<file path="src/rtl/snd_len_pkg.sv">
package snd_len_pkg;
  localparam logic [4:0] A_STATUS = 5'h15;
  localparam logic [4:0] A_FRAME  = 5'h17;
  localparam logic [4:0] A_STEP   = 5'h18;
  localparam logic [4:0] A_SMP_R0 = 5'h10;
  localparam logic [4:0] A_SMP_R3 = 5'h13;

  function automatic logic [6:0] len_lookup(input logic [4:0] idx);
    case (idx)
      5'd0:  return 7'd5;   5'd1:  return 7'd127; 5'd2:  return 7'd10;  5'd3:  return 7'd1;
      5'd4:  return 7'd19;  5'd5:  return 7'd2;   5'd6:  return 7'd40;  5'd7:  return 7'd3;
      5'd8:  return 7'd80;  5'd9:  return 7'd4;   5'd10: return 7'd30;  5'd11: return 7'd5;
      5'd12: return 7'd7;   5'd13: return 7'd6;   5'd14: return 7'd13;  5'd15: return 7'd7;
      5'd16: return 7'd6;   5'd17: return 7'd8;   5'd18: return 7'd12;  5'd19: return 7'd9;
      5'd20: return 7'd24;  5'd21: return 7'd10;  5'd22: return 7'd48;  5'd23: return 7'd11;
      5'd24: return 7'd96;  5'd25: return 7'd12;  5'd26: return 7'd36;  5'd27: return 7'd13;
      5'd28: return 7'd8;   5'd29: return 7'd14;  5'd30: return 7'd16;  default: return 7'd15;
    endcase
  endfunction

  function automatic logic [8:0] rate_lookup(input logic [3:0] sel);
    case (sel)
      4'd0:  return 9'd428; 4'd1:  return 9'd380; 4'd2:  return 9'd340; 4'd3:  return 9'd320;
      4'd4:  return 9'd286; 4'd5:  return 9'd254; 4'd6:  return 9'd226; 4'd7:  return 9'd214;
      4'd8:  return 9'd190; 4'd9:  return 9'd160; 4'd10: return 9'd142; 4'd11: return 9'd128;
      4'd12: return 9'd106; 4'd13: return 9'd85;  4'd14: return 9'd72;  default: return 9'd54;
    endcase
  endfunction
endpackage

</file>
<file path="src/rtl/snd_len_chan.sv">
module snd_len_chan
  import snd_len_pkg::*;
#(
  parameter int LEN_W = 8
) (
  input  logic       clk,
  input  logic       rst,
  input  logic       reg0_wr,
  input  logic       halt_in,
  input  logic       reg3_wr,
  input  logic [4:0] len_idx,
  input  logic       stat_en,
  input  logic       stat_wr,
  input  logic       stat_bit,
  input  logic       step_ev,
  input  logic       step_b0,
  output logic       active
);
  logic             en_q;
  logic             halt_q;
  logic [LEN_W-1:0] len_q;
  logic [LEN_W-1:0] load_val;

  assign load_val = LEN_W'({len_lookup(len_idx), 1'b0});
  assign active   = en_q && (len_q != '0);

  always_ff @(posedge clk) begin
    if (rst) begin
      en_q   <= 1'b0;
      halt_q <= 1'b0;
      len_q  <= '0;
    end else begin
      if (reg0_wr) halt_q <= halt_in;
      if (reg3_wr) begin
        len_q <= load_val;
        if (stat_en) en_q <= 1'b1;
      end
      if (stat_wr && !stat_bit) begin
        en_q  <= 1'b0;
        len_q <= '0;
      end
      if (step_ev && en_q && (len_q != '0) && !halt_q && !step_b0)
        len_q <= len_q - LEN_W'(1);
    end
  end
endmodule

</file>
<file path="src/rtl/snd_tri_chan.sv">
module snd_tri_chan
  import snd_len_pkg::*;
#(
  parameter int LEN_W = 8,
  parameter int LIN_W = 7
) (
  input  logic             clk,
  input  logic             rst,
  input  logic             reg0_wr,
  input  logic             halt_in,
  input  logic [LIN_W-1:0] relv_in,
  input  logic             reg3_wr,
  input  logic [4:0]       len_idx,
  input  logic             stat_en,
  input  logic             stat_wr,
  input  logic             stat_bit,
  input  logic             step_ev,
  input  logic             step_b0,
  output logic             active,
  output logic [LIN_W-1:0] lin
);
  logic             en_q, halt_q, rel_q;
  logic [LEN_W-1:0] len_q;
  logic [LIN_W-1:0] relv_q, lin_q, lin_nx;

  assign active = en_q && (len_q != '0);
  assign lin    = lin_q;
  assign lin_nx = rel_q ? relv_q : ((lin_q != '0) ? lin_q - LIN_W'(1) : lin_q);

  always_ff @(posedge clk) begin
    if (rst) begin
      en_q <= 1'b0; halt_q <= 1'b0; rel_q <= 1'b0;
      len_q <= '0; relv_q <= '0; lin_q <= '0;
    end else begin
      if (reg0_wr) begin
        halt_q <= halt_in;
        relv_q <= relv_in;
      end
      if (reg3_wr) begin
        len_q <= LEN_W'({len_lookup(len_idx), 1'b0});
        rel_q <= 1'b1;
        if (stat_en) en_q <= 1'b1;
      end
      if (stat_wr && !stat_bit) begin
        en_q <= 1'b0; len_q <= '0; lin_q <= '0; rel_q <= 1'b0;
      end
      if (step_ev && en_q) begin
        if (!halt_q && !step_b0 && (len_q != '0)) len_q <= len_q - LEN_W'(1);
        lin_q <= lin_nx;
        if (!halt_q && (lin_nx != '0)) rel_q <= 1'b0;
      end
    end
  end
endmodule

</file>
<file path="src/rtl/snd_smp_chan.sv">
module snd_smp_chan
  import snd_len_pkg::*;
#(
  parameter int CNT_W = 12,
  parameter int PER_W = 12
) (
  input  logic             clk,
  input  logic             rst,
  input  logic             reg0_wr,
  input  logic             reg3_wr,
  input  logic [7:0]       wr_data,
  input  logic             stat_wr,
  output logic             active,
  output logic [PER_W-1:0] period,
  output logic             loop_f,
  output logic             irq_arm,
  output logic             irq_clr
);
  logic             en_q;
  logic [CNT_W-1:0] cache_q, rem_q;

  assign active = en_q && (rem_q != '0);

  always_ff @(posedge clk) begin
    if (rst) begin
      en_q <= 1'b0; cache_q <= '0; rem_q <= '0;
      period <= '0; loop_f <= 1'b0; irq_arm <= 1'b0; irq_clr <= 1'b0;
    end else begin
      irq_clr <= (reg0_wr && !wr_data[7]) || (stat_wr && !wr_data[4]);
      if (reg0_wr) begin
        period  <= PER_W'({rate_lookup(wr_data[3:0]), 3'b000});
        loop_f  <= wr_data[6];
        irq_arm <= wr_data[7];
      end
      if (reg3_wr) cache_q <= CNT_W'({wr_data, 4'b0000}) + CNT_W'(1);
      if (stat_wr) begin
        if (!wr_data[4]) begin
          en_q <= 1'b0; rem_q <= '0; irq_arm <= 1'b0;
        end else begin
          en_q <= 1'b1;
          if (rem_q == '0) rem_q <= cache_q;
        end
      end
    end
  end
endmodule

</file>
<file path="src/rtl/snd_frame_ctl.sv">
module snd_frame_ctl (
  input  logic       clk,
  input  logic       rst,
  input  logic       ctl_wr,
  input  logic [1:0] mode_in,
  input  logic       step_wr,
  input  logic       irq_en,
  output logic       irq,
  output logic       five_step
);
  logic [1:0] mode_q, cnt_q;

  assign five_step = mode_q[1];

  always_ff @(posedge clk) begin
    if (rst) begin
      mode_q <= 2'b00; cnt_q <= 2'd0; irq <= 1'b0;
    end else if (ctl_wr) begin
      irq    <= 1'b0;
      mode_q <= mode_in;
      cnt_q  <= 2'd1;
    end else if (step_wr) begin
      if ((cnt_q == 2'd0) && (mode_q == 2'b00) && irq_en) irq <= 1'b1;
      cnt_q <= cnt_q + 2'd1;
    end
  end
endmodule

</file>
<file path="src/rtl/snd_len_status.sv">
module snd_len_status
  import snd_len_pkg::*;
#(
  parameter int LEN_W = 8,
  parameter int LIN_W = 7,
  parameter int CNT_W = 12,
  parameter int PER_W = 12
) (
  input  logic             clk,
  input  logic             rst,
  input  logic             wr_en,
  input  logic [4:0]       wr_addr,
  input  logic [7:0]       wr_data,
  input  logic             frame_irq_en,
  output logic [4:0]       ch_active,
  output logic [LIN_W-1:0] tri_linear,
  output logic             frame_irq,
  output logic             sample_irq_clr,
  output logic [PER_W-1:0] sample_period,
  output logic             sample_loop,
  output logic             sample_irq_arm,
  output logic             frame_five_step
);
  localparam int NUM_TONE = 4;

  logic [NUM_TONE-1:0] status_q;
  logic                stat_wr, frame_wr, step_wr, step_ev, step_b0;

  assign stat_wr  = wr_en && (wr_addr == A_STATUS);
  assign frame_wr = wr_en && (wr_addr == A_FRAME);
  assign step_wr  = wr_en && (wr_addr == A_STEP);
  assign step_ev  = step_wr || (frame_wr && wr_data[7]);
  assign step_b0  = step_wr && wr_data[0];

  always_ff @(posedge clk) begin
    if (rst) status_q <= '0;
    else if (stat_wr) status_q <= wr_data[NUM_TONE-1:0];
  end

  for (genvar gi = 0; gi < NUM_TONE; gi++) begin : g_ch
    localparam logic [4:0] BASE = 5'(gi * 4);
    logic r0_wr, r3_wr;
    assign r0_wr = wr_en && (wr_addr == BASE);
    assign r3_wr = wr_en && (wr_addr == BASE + 5'd3);
    if (gi == 2) begin : g_tri
      snd_tri_chan #(.LEN_W(LEN_W), .LIN_W(LIN_W)) u_tri (
        .clk(clk), .rst(rst), .reg0_wr(r0_wr), .halt_in(wr_data[7]),
        .relv_in(wr_data[LIN_W-1:0]), .reg3_wr(r3_wr), .len_idx(wr_data[7:3]),
        .stat_en(status_q[gi]), .stat_wr(stat_wr), .stat_bit(wr_data[gi]),
        .step_ev(step_ev), .step_b0(step_b0), .active(ch_active[gi]), .lin(tri_linear)
      );
    end else begin : g_len
      snd_len_chan #(.LEN_W(LEN_W)) u_len (
        .clk(clk), .rst(rst), .reg0_wr(r0_wr), .halt_in(wr_data[5]),
        .reg3_wr(r3_wr), .len_idx(wr_data[7:3]),
        .stat_en(status_q[gi]), .stat_wr(stat_wr), .stat_bit(wr_data[gi]),
        .step_ev(step_ev), .step_b0(step_b0), .active(ch_active[gi])
      );
    end
  end

  snd_smp_chan #(.CNT_W(CNT_W), .PER_W(PER_W)) u_smp (
    .clk(clk), .rst(rst),
    .reg0_wr(wr_en && (wr_addr == A_SMP_R0)), .reg3_wr(wr_en && (wr_addr == A_SMP_R3)),
    .wr_data(wr_data), .stat_wr(stat_wr), .active(ch_active[4]),
    .period(sample_period), .loop_f(sample_loop), .irq_arm(sample_irq_arm),
    .irq_clr(sample_irq_clr)
  );

  snd_frame_ctl u_frame (
    .clk(clk), .rst(rst), .ctl_wr(frame_wr), .mode_in(wr_data[7:6]),
    .step_wr(step_wr), .irq_en(frame_irq_en), .irq(frame_irq), .five_step(frame_five_step)
  );
endmodule

</file>
<file path="config.mk">
export PLATFORM = sky130hd
export DESIGN_NAME = snd_len_status
export DESIGN_NICKNAME = d
export VERILOG_FILES = /design/src/rtl/snd_len_pkg.sv /design/src/rtl/snd_len_chan.sv /design/src/rtl/snd_tri_chan.sv /design/src/rtl/snd_smp_chan.sv /design/src/rtl/snd_frame_ctl.sv /design/src/rtl/snd_len_status.sv
export SDC_FILE = /design/constraint.sdc
export NUM_CORES = 1
export LEC_CHECK = 0
export ABC_CLOCK_PERIOD_IN_PS = 2700
export BUFFER_PORTS_ARGS = -buffer_cell sky130_fd_sc_hd__buf_2
export CAP_MARGIN = 15
export CORE_UTILIZATION = 50
export CTS_CLUSTER_SIZE = 16
export DETAILED_ROUTE_END_ITERATION = 12
export GPL_ROUTABILITY_DRIVEN = 0
export GPL_TIMING_DRIVEN = 0
export PLACE_DENSITY = 0.69
export SLEW_MARGIN = 10
export SYNTH_ARGS = -nofsm -noshare
export SYNTH_HDL_FRONTEND = slang
export SYNTH_SLANG_ARGS = --single-unit
export TNS_END_PERCENT = 50
</file>
<file path="constraint.sdc">
create_clock -name clk -period 2.7 [get_ports clk]
set_input_delay 0 -clock clk [delete_from_list [all_inputs] [get_ports clk]]
set_output_delay 0 -clock clk [all_outputs]
set_load 0.02 [all_outputs]
</file>
-- Word-level counts from Yosys, hierarchy flattened
Memories as Yosys holds them, arrays and structs flattened. A register that Yosys moved wholly into a read port is not among the register bits.
Cells that the tools add are included.
- bits in registers: 92
- memory bits (read-only): 1040
- output and inout bits: 29
- logic and storage cells: 164
- memories: 5
- $add $sub $neg: 7
- eq/ne operators: 13
- muxes and demuxes: 29
- reductions and logical operators: 84
- memory list (name ; depth ; bits a word ; read ports ; clocked after memory_dff ; wr ports ; line ; source):
    (name not given) ; 32 ; 7 ; 1 ; 0 ; 0 ; snd_len_pkg.sv:9 ; case (idx)
    (name not given) ; 32 ; 7 ; 1 ; 0 ; 0 ; snd_len_pkg.sv:9 ;
    (name not given) ; 32 ; 7 ; 1 ; 0 ; 0 ; snd_len_pkg.sv:9 ;
    (name not given) ; 32 ; 7 ; 1 ; 0 ; 0 ; snd_len_pkg.sv:9 ;
    (name not given) ; 16 ; 9 ; 1 ; 1 ; 0 ; snd_len_pkg.sv:22 ; case (sel)
- operators with widths (kind ; count):
    8-bit two-way mux ; 13
    1-bit logical AND ; 44
    8-bit nonzero test ; 4
    8-bit by 1-bit subtractor with 8-bit output, second input constant ; 4
    7-bit two-way mux ; 4
    5-bit == test, second input constant ; 5
    12-bit two-way mux ; 2
    5-bit by 4-bit == test with 1-bit output, second input constant ; 4
    7-bit nonzero test ; 2
    12-bit by 1-bit adder with 12-bit output, second input constant ; 1
    12-bit zero test ; 1
    2-bit AND reduction ; 6
    12-bit nonzero test ; 1
    1-bit zero test ; 11
    5-bit by 3-bit == test with 1-bit output, second input constant ; 2
    1-bit two-way mux ; 10
    2-bit OR reduction ; 5
    3-bit nonzero test ; 3
    7-bit by 1-bit subtractor with 7-bit output, second input constant ; 1
    5-bit by 2-bit == test with 1-bit output, second input constant ; 1
    5-bit zero test ; 1
    2-bit zero test ; 2
    2-bit nonzero test ; 2
    2-bit by 1-bit adder with 2-bit output, second input constant ; 1
    2 further kinds ; 3

-- Longest topological paths before layout
- depth in word-level cells: 9
- mapped depth: 9
- gate-level depth less buffers: 7

-- Hierarchy
Synthesis repeated with hierarchy kept, for this count alone.
- cell total of the unflattened synthesis: 815
- area, all modules: 6713.9 µm²
- modules (own cells, without submodules) (module ; times used ; cells an instance ; area each (µm²)):
    snd_tri_chan ; 1 ; 238 ; 1899.3
    snd_len_chan (g_ch[0].g_len.u_len ...) ; 2 ; 121 ; 938.4
    snd_smp_chan ; 1 ; 141 ; 1363.8
    snd_len_chan (g_ch[1].g_len.u_len) ; 1 ; 129 ; 992.2
    snd_len_status ; 1 ; 43 ; 355.3
    snd_frame_ctl ; 1 ; 22 ; 226.5

-- Worst setup path before layout
OpenSTA, ideal clock, no wires.
- kind: reg-to-reg
- from: reg g_ch[2].g_tri.u_tri.len_q[2]
- to: reg g_ch[2].g_tri.u_tri.len_q[5]
- data arrival time: 1.822 ns
- data required time: 2.565 ns
- slack: 0.743 ns
- stages on the path, launching flop included: 8
- buffers on the path: 2
- period minus slack after synthesis: 1.957 ns
- path through: dfxtp_1 -> or4_1 -> nor4b_1 -> a21o_1 -> buf_4 -> or3_1 -> buf_4 -> a311oi_2
- word-level cells in the longest chain between the ends: 4
- elaborated cells on any way between the ends: 5
- those cells by class: 1 x add/sub; 2 x mux; 2 x reduce/logical
- ends and longest elaborated chain (what ; line ; source):
    start: declaration ; snd_tri_chan.sv:23 ; logic [LEN_W-1:0] len_q;
    start signal: assignment ; snd_tri_chan.sv:40 ; len_q <= LEN_W'({len_lookup(len_idx), 1'b0});
    start signal: assignment ; snd_tri_chan.sv:48 ; if (!halt_q && !step_b0 && (len_q != '0)) len_q <= len_q - LEN_W'(1);
    branches (longest 2 deep; another with 8-bit by 1-bit subtractor with 8-bit output) ; -- ;
    8-bit two-way mux * ; snd_tri_chan.sv:48 ;
    8-bit two-way mux * ; snd_tri_chan.sv:47 ; if (step_ev && en_q) begin
Every way passes the cells marked *.
A chain may end at the register's enable or synchronous reset.

-- Worst setup path after layout
- from: in wr_data[4]
- to: reg g_ch[0].g_len.u_len.len_q[6]
- word-level cells in the longest chain between the ends: 4
- ends and longest elaborated chain (what ; line ; source):
    start: declaration ; snd_len_status.sv:13 ; input logic [7:0] wr_data,
    memory 32 x 7 bit ; -- ;
    8-bit two-way mux ; snd_len_chan.sv:34 ; if (reg3_wr) begin
    8-bit two-way mux ; snd_len_chan.sv:38 ; if (stat_wr && !stat_bit) begin
    8-bit two-way mux ; snd_len_chan.sv:42 ; if (step_ev && en_q && (len_q != '0) && !halt_q && !step_b0)
    end signal: assignment ; snd_len_chan.sv:35 ; len_q <= load_val;
    end signal: assignment ; snd_len_chan.sv:43 ; len_q <= len_q - LEN_W'(1);
    end: declaration ; snd_len_chan.sv:21 ; logic [LEN_W-1:0] len_q;
No other way between the ends. The select of a mux whose other input is x is not followed.

==> metrics.log <==
INFO  metric timing_max_transition_violations_final = 0
INFO  metric die_y_extent = 107 um
INFO  metric yosysUniqueCellTypes = 68
INFO  metric edff_count_synth = 0
INFO  metric start_kind = input port
INFO  metric synth_seq_area_share = 34.7%
INFO  metric detail_route.vias_per_cell = between 6 and 7
INFO  metric first_global_vias = between 5k and 6k
INFO  metric synth_top_flop_cell = sky130_fd_sc_hd__dfxtp_1
INFO  metric core.rowCount = 37
INFO  metric synth-compound-area-share = 22.5%
INFO  metric critical_path.slowest_cell = sky130_fd_sc_hd__o211ai_1
INFO  metric final_layout_size_suffix_gt1_share = 12.7%
INFO  metric ys_async_rst_share = 0%
INFO  metric clk_path_buf_depth = 2
INFO  metric slowest_delay = 0.56 ns
INFO  metric synthToLayoutAreaGrowth = 11.1%
INFO  metric design_power_total = roughly 2.8 mW
INFO  metric drt_iter0_markers = 419
INFO  metric synth.most_common_cell = sky130_fd_sc_hd__dfxtp_1
INFO  metric ant_nets = 0
INFO  metric max_freq = 401 MHz
INFO  metric grt_pass1_wl = 25.3 mm
INFO  metric port_buffers = 38
INFO  metric worst-path-max-fanout = 10
INFO  metric n_antenna_cell = 0
INFO  metric proportion_of_synthesized_area_in_mux_cells = 5.29%
INFO  metric total_leakage_power = 2.21 nW
INFO  metric ctsHtreeMaxLevel = 3
INFO  metric clock_pin_slew_worst_setup_and_hold_paths = 0.10 ns
INFO  metric syn-cell-area = 0.00549 mm2
INFO  metric initial_utilization = 52.4%
INFO  metric wl_met1 = 7.07 mm
INFO  metric postSynthAreaPerCell = about 8.1 um2
INFO  metric wirelength = 15.7 mm
INFO  metric postSynthCellCount = 679
INFO  metric clock_tree_from_tritoncts = yes
INFO  metric power_density = 460 mW/mm2
INFO  metric globalRoute.totalOverflow = 0
INFO  metric rsz0062_at_grt = false
INFO  metric relSlewSlack = 37.1%
INFO  metric critical_path.cell_chain = dlygate4sd3_1 > buf_2 > inv_1 > ha_1 > or3b_2 > o211ai_1 > nor2_1 > o31a_1 > a211oi_1
INFO  metric grt.total_usage = 28.1%
INFO  metric maxUsedRoutingLayer = met4
INFO  metric synth-adder-area-share = roughly 5.2%
INFO  metric critPathTopFamily = compound AO/OA/AOI/OAI gates
INFO  metric synth_top_family_by_area = simple AND/OR/NAND/NOR gates
INFO  metric ys_top_cells_by_area = sky130_fd_sc_hd__dfxtp_1, sky130_fd_sc_hd__a21oi_1, sky130_fd_sc_hd__ha_1
INFO  metric end_kind = flip-flop
INFO  metric routed-wl-met3 = roughly 1.1 mm
INFO  metric synth_top_area_share = 34.7%
INFO  metric detailedRoute.firstPassIterationCount = 6
INFO  metric insertion_delay = roughly 0.37 ns
INFO  metric core_area = 0.0105 mm2
INFO  metric outcome = completed
INFO  metric fin_tns_setup = 0 ns
INFO  metric finish.net_count = 773
INFO  metric die-area = around 0.011 mm2
INFO  metric chipWidth = 107 um
INFO  metric synth_largest_area_cell = sky130_fd_sc_hd__dfxtp_1
INFO  metric area_share_of_and_or_nand_nor_cells_after_synthesis = 23.8%
INFO  metric worstPathBufferInverterCount = 3
INFO  metric number_of_sinks_on_the_clock_net = 95
INFO  metric critical_path_required = 2.99 ns
INFO  metric criticalPathCategory = in2reg
INFO  metric clock-skew-final = 0.00865 ns
INFO  metric dpl.hpwl = 11.1 mm
INFO  metric worst_hold_path_type = in2reg
INFO  metric cts.root.buffer_cell = sky130_fd_sc_hd__clkbuf_8
INFO  metric drcViolationCount = 0
INFO  metric ys_warn_count = 0
INFO  metric final_hold_vios = 0
INFO  metric ys_ff_latch = 95
INFO  metric yosys-top-cells-count = sky130_fd_sc_hd__dfxtp_1, sky130_fd_sc_hd__nand2_1, sky130_fd_sc_hd__nor2_1
INFO  metric cts_resized = 0
INFO  metric max_cap_viol_count = 0
INFO  metric layout_worst_path_cycle_share = around 92%
INFO  metric met2_wirelength = 7.28 mm
INFO  metric i_o_pin_count = 46
INFO  metric worst_pin_slew = 0.935 ns
INFO  metric final.min_clock_period = approximately 2.5 ns
INFO  metric grt_max_degree = 18
INFO  metric antenna_found_initial = 0
INFO  metric setup_violations = 0
INFO  metric timing.critical_path.arrival = between 2 and 3 ns
INFO  metric vias = around 5.4k
INFO  metric synth-xor-area-share = under 10%
INFO  metric routedWlPerCell = 18.0 um
INFO  metric cts-buffers-inserted = 9
INFO  metric power.ir.vdd_worst = 0.316 mV
## stage by stage
stage	util (%)	hold WS, ns	worst slack, ns	std cells	cell area, um2
6_report	58.3	0.0170	0.206	874	6100
5_1_grt	58.3	0.0212	0.0947	874	6100
3_3_place_gp	55.9	0.325	0.383	855	5850
4_1_cts	58.3	0.00234	0.173	874	6100
2_1_floorplan	-	0.136	0.743	681	5490
3_5_place_dp	55.9	0.364	0.368	855	5850
## final timing paths
kind,from,end,slack [ns],depth (start not counted)
setup / recovery,wr_data[4],g_ch[0].g_len.u_len.len_q[6],0.21,9
hold / removal,wr_data[0],g_ch[2].g_tri.u_tri.relv_q[0],0.02,3
setup reg to reg,g_ch[2].g_tri.u_tri.len_q[2],g_ch[2].g_tri.u_tri.len_q[5],0.45,7
hold reg to reg,u_smp.period[3],u_smp.period[3],0.46,2
## worst reg2reg max path, stage by stage, from the launching register on
cell                       delay (ns)
sky130_fd_sc_hd__dfxtp_1         0.38
sky130_fd_sc_hd__or4_1           0.64
sky130_fd_sc_hd__nor4b_1         0.44
sky130_fd_sc_hd__a21o_1          0.13
sky130_fd_sc_hd__buf_4           0.16
sky130_fd_sc_hd__or3_1           0.12
sky130_fd_sc_hd__buf_4           0.15
sky130_fd_sc_hd__a311oi_2        0.10
## sequential cells by signal (all words and copies together) (netlist names), 4 cells and up
register,flops
g_ch.g_len.u_len.len_q,24
g_ch.g_tri.u_tri.len_q,8
g_ch.g_tri.u_tri.lin,7
g_ch.g_tri.u_tri.relv_q,7
status_q,4
u_smp.cache_q,9
u_smp.period,9
u_smp.rem_q,9
## report_power, final
group / internal [mW] / total, mW / switching [mW]
Combinational: 0.106 / 0.337 / 0.231
Clock: 0.469 / 1.04 / 0.573
Sequential: 1.42 / 1.43 / 0.0123
Total: 1.99 / 2.81 / 0.816
## per-layer routing
metal / up-vias / GRT usage [%]
met5: - / 0
li1: 2576 / -
met1: 2637 / 39.0
met2: 213 / 44.0
met3: 21 / 5.11
met4: 0 / 9.49
## cells by family (layout without fill, tap and decap cells)
family	Yosys count	in the layout
adders and majority gates	23	23
xor gates and xnor gates	10	10
buffers and inverters	82	139
muxes	26	26
other	1	3
and+or+nand+nor	259	259
AOI/OAI and AO/OA	183	183
DFF	95	95
## cells in the final DEF (no fill, tap or decap), drive strengths merged, types with 7 or more instances in the layout
cell,synthesis,final
o21ai,25,25
nor4b,7,7
clkbuf,29,39
nand3,25,25
nor4,7,7
a311oi,8,8
a22oi,13,13
a211oi,15,15
buf,21,59
nand2b,11,11
o211ai,8,8
a21oi,59,59
ha,23,23
inv,31,34
nor3b,7,7
dfxtp,95,95
nand2,72,72
mux2i,20,20
nor3,28,28
nor2,60,60
## area by class of cell
class	count	area, um2
sequential	95	1900
clock inverter	6	75.1
fill	1022	4370
clock buffer	10	138
buffer	50	253
tap	136	170
timing repair buffer	41	220
inverter	32	120
multi-input combinational	504	3220
## repair_timing
action | CTS | global route
buffers inserted | 0 | 0
hold buffers | 3 | 0
endpoints found under the hold margin | 4 | 0
Power figures use the tool's default switching activity.
